--- config.mk ---
export PLATFORM = sky130hd
export DESIGN_NAME = dc9_link_master
export DESIGN_NICKNAME = d
export VERILOG_FILES = /design/src/rtl/dc9_link_master.sv
export SDC_FILE = /design/constraint.sdc
export NUM_CORES = 1
export LEC_CHECK = 0
export ABC_AREA = 1
export BUFFER_PORTS_ARGS = -buffer_cell sky130_fd_sc_hd__buf_4
export CORE_ASPECT_RATIO = 0.6
export CORE_MARGIN = 10
export CORE_UTILIZATION = 60
export CTS_CLUSTER_DIAMETER = 60
export DETAILED_ROUTE_END_ITERATION = 12
export PLACE_DENSITY = 0.83
export SYNTH_ARGS = -nofsm -noshare
export SYNTH_HDL_FRONTEND = slang
export SYNTH_SLANG_ARGS = --single-unit
--- constraint.sdc ---
create_clock -name clk -period 4.31 [get_ports clk]
set_input_delay 0 -clock clk [delete_from_list [all_inputs] [get_ports clk]]
set_output_delay 0 -clock clk [all_outputs]
set_load 0.05 [all_outputs]
--- src/rtl/dc9_link_master.sv ---
module dc9_link_master #(
  parameter int CLK_HZ = 250_000_000,
  parameter int SCK_HZ = 800_000
) (
  input  logic       clk,
  input  logic       rst_n,
  input  logic       req_valid,
  output logic       req_ready,
  input  logic       req_write,
  input  logic       req_dc,
  input  logic [7:0] req_byte,
  output logic [7:0] rd_byte,
  output logic       done,
  output logic       sck,
  output logic       mosi,
  input  logic       miso
);
  localparam int HALF = (CLK_HZ + SCK_HZ) / (2 * SCK_HZ);
  localparam int CW   = $clog2(HALF + 1);

  logic          busy, wr, fin;
  logic [CW-1:0] cnt;
  logic [3:0]    nbit;
  logic [8:0]    sh;
  wire  [3:0]    last = wr ? 4'd8 : 4'd7;

  assign req_ready = !busy;

  always_ff @(posedge clk) begin
    if (!rst_n) begin
      busy    <= 1'b0;
      wr      <= 1'b0;
      fin     <= 1'b0;
      cnt     <= '0;
      nbit    <= '0;
      sh      <= '0;
      rd_byte <= '0;
      done    <= 1'b0;
      sck     <= 1'b0;
      mosi    <= 1'b0;
    end else begin
      done <= 1'b0;
      if (!busy) begin
        if (req_valid) begin
          busy <= 1'b1;
          wr   <= req_write;
          sh   <= {req_dc, req_byte};
          mosi <= req_write & req_dc;
          cnt  <= '0;
          nbit <= '0;
          fin  <= 1'b0;
        end
      end else if (fin) begin
        fin  <= 1'b0;
        busy <= 1'b0;
        done <= 1'b1;
        if (!wr) rd_byte <= sh[7:0];
      end else if (cnt != CW'(HALF - 1)) begin
        cnt <= cnt + 1'b1;
      end else begin
        cnt <= '0;
        if (!sck) begin
          sck <= 1'b1;
          if (!wr) sh <= {sh[7:0], miso};
        end else begin
          sck <= 1'b0;
          if (nbit == last) begin
            fin  <= 1'b1;
            mosi <= 1'b0;
          end else begin
            nbit <= nbit + 1'b1;
            if (wr) begin
              mosi <= sh[7];
              sh   <= {sh[7:0], 1'b0};
            end
          end
        end
      end
    end
  end
endmodule


# Word-level counts from Yosys, hierarchy flattened
# Index checks and enable logic that the tools add are counted.
dict set report totals {
  reg_bits 34
  in_bits 14
  out_inout_bits 12
}
dict set report classes {
  addsub 2
  n_eq_ne 10
  mux 37
  bitwise 5
  n_reduce_logical 10
}
# cell n
set op_table {}
lappend op_table {{8-bit 2-to-1 mux} 12}
lappend op_table {{4-bit 2-to-1 mux} 7}
lappend op_table {{1-bit 2-to-1 mux} 18}
lappend op_table {{5-bit AND reduction} 2}
lappend op_table {{8-bit by 1-bit adder with 8-bit output (second input constant)} 1}
lappend op_table {{2-bit inequality test (second input constant)} 4}
lappend op_table {{8-bit inequality test (second input constant)} 1}
lappend op_table {{3-bit inequality test (second input constant)} 2}
lappend op_table {{2-bit AND reduction} 3}
lappend op_table {{3-bit AND reduction} 2}
lappend op_table {{6-bit AND reduction} 1}
lappend op_table {{4-bit by 1-bit adder with 4-bit output (second input constant)} 1}
lappend op_table {{4-bit == test} 1}
lappend op_table {{1-bit NOT} 4}
lappend op_table {{3-bit by 1-bit inequality test with 1-bit output (second input constant)} 1}
lappend op_table {{3-bit by 2-bit inequality test with 1-bit output (second input constant)} 1}
lappend op_table {{2-bit nonzero test} 1}
lappend op_table {{1-bit bitwise AND} 1}
lappend op_table {{1-bit logical NOT} 1}

# Logic depth before layout (Yosys ltp)
dict set report depth {
  depth_word 7
  depth_mapped 10
  mapped_depth_nobuf 10
}

# Worst setup path after synthesis
# OpenSTA, ideal clock, no wires.
dict set report synth_timing {
  path_type {reg2reg}
  startpoint {register busy}
  endpoint {register nbit[3]}
  setup_ns 0.064
  arrival_ns 1.430
  setup_slack_ns 2.816
  path_stages_with_launch 8
  path_cell_list {dfxtp_1 inv_1 nand2_1 a21boi_4 nand3_1 inv_1 nor2_1 nor2_1}
}
dict set report synth_between {
  elab_chain_cells 2
  word_cells_on_any_way 7
  cone_classes {4 x eq/ne; 1 x mux; 2 x reduce/logical}
}
# item line_no
set synth_lines {}
lappend synth_lines {{start, declared} 21} ;# logic busy, wr, fin;
lappend synth_lines {{start signal, assigned} 31} ;# busy <= 1'b0;
lappend synth_lines {{start signal, assigned} 45} ;# busy <= 1'b1;
lappend synth_lines {{start signal, assigned} 55} ;# busy <= 1'b0;
lappend synth_lines {{2-bit inequality test (no line) / 2-bit nonzero test (equally long branches)} --}
lappend synth_lines {{5-bit AND reduction (no line)} --}
lappend synth_lines {{end signal, assigned} 71} ;# nbit <= nbit + 1'b1;
lappend synth_lines {{end, declared} 23} ;# logic [3:0] nbit;
# Parallel ways exist; a longest one is shown, timed or not.
# A chain may end at the register's enable or synchronous reset.

# Worst setup path after layout
dict set report layout_timing {
  startpoint {register busy}
  endpoint {register rd_byte[3]}
}
dict set report layout_between {
  elab_chain_cells 1
}
# item line_no
set layout_lines {}
lappend layout_lines {{3-bit AND reduction (no line)} --}
lappend layout_lines {{end signal, assigned} 57} ;# if (!wr) rd_byte <= sh[7:0];
lappend layout_lines {{end, declared} 12} ;# output logic [7:0] rd_byte,
# Every way passes these cells.

==> results by group <==
Run status
  • Run status: finished, final reports clean

Synthesis
  • Yosys reg bits: 34
  • Proportion of synthesized chip area in sequential cells: 0.393
  • Post-synthesis cell count: 248
  • Average instance area after synthesis: 6.98 sq um
  • Count of warnings emitted by yosys: 0
  • Nets in the synthesized netlist: 264
  • Post-synth cell types: 27
  • Area of the mapped netlist: 1730 sq um

Die
  • Die width: 89.3 microns
  • Initial core utilization: 0.659
  • Vertical extent of the die: 61.6 microns
  • Number of top-level pins: 26
  • Die area: 5500 sq um
  • Row count: 14
  • Core Area: 2630 sq um

Timing
  • Period utilisation layout: 0.536
  • Relative slew slack: 0.301
  • Final number of max-transition violations: 0
  • Slew at the pin with the worst max-slew slack: 1.05 ns
  • Final Hold Viols: 0
  • Total setup violations reported at the end of the flow: 0
  • Setup repair after global routing missed its margin: no
  • Min Clock Period, post-route: 2.31 ns
  • Fmax achieved: 433 MHz
  • Summed negative setup slack over all endpoints: 0 ns
  • Maximum clock skew at final layout: 0.00790 ns

Global routing
  • Grt met1 use: 0.243
  • Antenna violations before repair: 0
  • Pin count of the biggest net entering global routing: 25
  • Overall fraction of global-route tracks in use: 0.167
  • Global-route wire length before repair: 7.20 mm
  • GR Util met3: 0.0514
  • Met2 capacity usage during global routing: 0.225
  • GRT busiest layer: met1
  • Global route total overflow: 0
  • Number of global-route vias before repair: 1504

Drt
  • Number of nets with antenna violations after routing: 0
  • Number of design rule violations left after detail routing: 0
  • Total via count after detailed routing: 1642
  • Average wire per standard cell: 13.5 microns
  • Total iterations of the first detailed-routing run: 4
  • Via count normalized by instance count: 5.31
  • Starting DRC count in detailed routing: 118
  • Routed wire length: 4.16 mm

CTS
  • Htree depth: 2
  • Clock transition time at the flip-flop clock pins of the worst setup and hold paths: 0.07 ns
  • Hold-fix buffers, CTS: 0
  • Clock tree root buffer cell: sky130_fd_sc_hd__clkbuf_8
  • TritonCTS buffer count: 5
  • Clock sink total: 34
  • CTS-repair resized insts: 0
  • TritonCTS clock tree: done
  • Source-to-sink clock delay at the later pin of the worst-skew pair: 0.29 ns
  • Clock buffer depth: 2
  • Number of buffers inserted by post-CTS setup repair: 0

Run
  • Max-cap check violation count: 0

Setup path
  • Max stage delay on crit path: 1.01 ns
  • Worst setup EP type: register
  • Required time at the worst-slack endpoint: 4.48 ns
  • CP most frequent cell: sky130_fd_sc_hd__nor2_1
  • Worst setup endpoint: rd_byte[3]$_SDFFE_PN0P_
  • Cells traversed along the worst timing path: nand2_1 > nor2_2 > inv_1 > nor2_1 > nor2_1
  • Endpoint of the worst register-to-register path: rd_byte[3]$_SDFFE_PN0P_
  • Minimum setup slack among reg-to-reg paths: 2.00 ns
  • Maximum net fanout on the critical path: 23
  • Source of the worst register-to-register timing path: busy$_SDFF_PN0_
  • Critical path startpoint category: register
  • Arrival time of the worst setup path: 2.49 ns
  • Kind of critical path: reg2reg
  • Start point of the critical path: busy$_SDFF_PN0_
  • Length in cells of the worst reg-to-reg path: 5
  • Critical path's slowest cell: sky130_fd_sc_hd__dfxtp_1

Pwr
  • Internal power: 502 uW
  • Sequential Power Share: 0.498
  • Power density over cell area: 348 nW/um^2
  • Clock share of power: 0.345
  • Largest voltage drop on the vdd net: 239 uV
  • Total power: 705 uW
  • Fraction of power spent switching nets: 0.287
  • Static leakage power: 0.000967 uW
  • Switching power summed over all nets: 202 uW
  • Comb pwr share: 0.157

Finish
  • Share of post-route cells with drive strength above 1: 0.177
  • Final cell utilization of the core: 0.771
  • Area added between synthesis and finish: 17.1%
  • Antenna diode count: 0
  • Layout Nets: 292

Worst hold path
  • Worst min-delay path category: in2reg

Place
  • RD Place Congestion: 0.896
  • Count of buffers inserted at the top-level ports: 25
  • Final HPWL from detailed placement: 3.08 mm
==> layout by cell type, fill, tap and decap left out, drive strengths merged, types with 2 or more instances in the layout <==
cell type,count
a21oi,7
buf,25
clkbuf,7
dfxtp,34
ha,2
inv,27
mux2i,7
nand2,53
nand3,19
nand4,8
nor2,68
o21ai,12
xnor2,2
==> logic make-up after synthesis <==
group           count (synthesis)  share of synthesized area
xor+xnor                        3                     0.0152
flops                          34                      0.393
mux                             7                     0.0405
simple gates                  149                      0.381
buf+inv                        31                     0.0716
fa+ha+maj                       2                     0.0145
compound gates                 22                     0.0839
==> critical path, delay by kind of cell, from the launching register on <==
kind,cells,cell delay (ns)
buffers and inverters,1,0.23
flip-flops,1,1.01
AND/OR/NAND/NOR,4,0.96
==> area by class of cell <==
cell class / count / area (sq um)
Clock buffer: 7 / 86.3
Multi-Input combinational cell: 183 / 926
Timing Repair Buffer: 25 / 188
Fill cell: 223 / 601
Clock inverter: 1 / 5.00
Inverter: 27 / 101
Tap cell: 32 / 40.0
Sequential cell: 34 / 681
==> synthesized netlist by cell type <==
library cell | count | area, sq um
sky130_fd_sc_hd__nand2_4 | 3 | 33.8
sky130_fd_sc_hd__nor2_1 | 64 | 240
sky130_fd_sc_hd__nor2_2 | 3 | 18.8
sky130_fd_sc_hd__a21boi_4 | 1 | 18.8
sky130_fd_sc_hd__o21bai_1 | 1 | 7.51
sky130_fd_sc_hd__inv_2 | 3 | 11.3
sky130_fd_sc_hd__buf_1 | 1 | 3.75
sky130_fd_sc_hd__a21oi_4 | 1 | 16.3
sky130_fd_sc_hd__or2_2 | 1 | 6.26
sky130_fd_sc_hd__nand3_1 | 18 | 90.1
sky130_fd_sc_hd__inv_1 | 24 | 90.1
sky130_fd_sc_hd__xor2_1 | 1 | 8.76
sky130_fd_sc_hd__xnor2_1 | 2 | 17.5
sky130_fd_sc_hd__buf_4 | 2 | 15.0
sky130_fd_sc_hd__ha_1 | 2 | 25.0
sky130_fd_sc_hd__nand2_1 | 49 | 184
sky130_fd_sc_hd__a21oi_2 | 1 | 8.76
sky130_fd_sc_hd__dfxtp_1 | 34 | 681
sky130_fd_sc_hd__a31o_2 | 1 | 8.76
sky130_fd_sc_hd__nor2_8 | 1 | 20.0
sky130_fd_sc_hd__nand2_2 | 1 | 6.26
sky130_fd_sc_hd__nand4_1 | 8 | 50.1
sky130_fd_sc_hd__a21oi_1 | 5 | 25.0
sky130_fd_sc_hd__nand3_2 | 1 | 10.0
sky130_fd_sc_hd__o21ai_0 | 12 | 60.1
sky130_fd_sc_hd__clkbuf_1 | 1 | 3.75
sky130_fd_sc_hd__mux2i_1 | 7 | 70.1
==> per-layer routing <==
metal,up-vias,wire length (microns)
met2,49,1650
li1,844,-
met1,740,2170
met3,9,277
met4,0,60
met5,-,0
==> worst min-delay path by stage <==
stage	from	endpoint	slack [ns]	cells after the start
after floorplan	rst_n	sck$_SDFFE_PN0P_	0.13	2
after global placement	req_valid	fin$_SDFFE_PN0P_	0.33	4
after detailed placement	req_valid	fin$_SDFFE_PN0P_	0.33	4
after CTS	req_valid	fin$_SDFFE_PN0P_	0.02	4
after global routing	req_write	wr$_SDFFE_PN0P_	0.04	3
final	req_valid	fin$_SDFFE_PN0P_	0.02	4
==> through the flow <==
| step | setup WS (ns) | cells | area (sq um) | hold WS [ns] |
|---|---|---|---|---|
| final | 2.00 | 309 | 2030 | 0.0246 |
| after global routing | 1.79 | 309 | 2030 | 0.0412 |
| after CTS | 2.02 | 309 | 2030 | 0.0237 |
| after detailed placement | 2.10 | 301 | 1940 | 0.330 |
| after global placement | 2.15 | 301 | 1940 | 0.330 |
| after floorplan | 2.82 | 248 | 1730 | 0.125 |
==> flip-flops by register name (all words and copies together), names as in the netlist, 4 cells and up <==
name,count
cnt,8
rd_byte,8
sh,8
nbit,4
==> power groups by stage <==
stage	registers, uW	clock network (uW)	logic, uW
final	351	243	111
after global routing	354	263	123
after CTS	350	244	110
after detailed placement	357	0	109
after global placement	356	0	108
after floorplan	359	0	75.4
(Power assumes the default switching activity.)
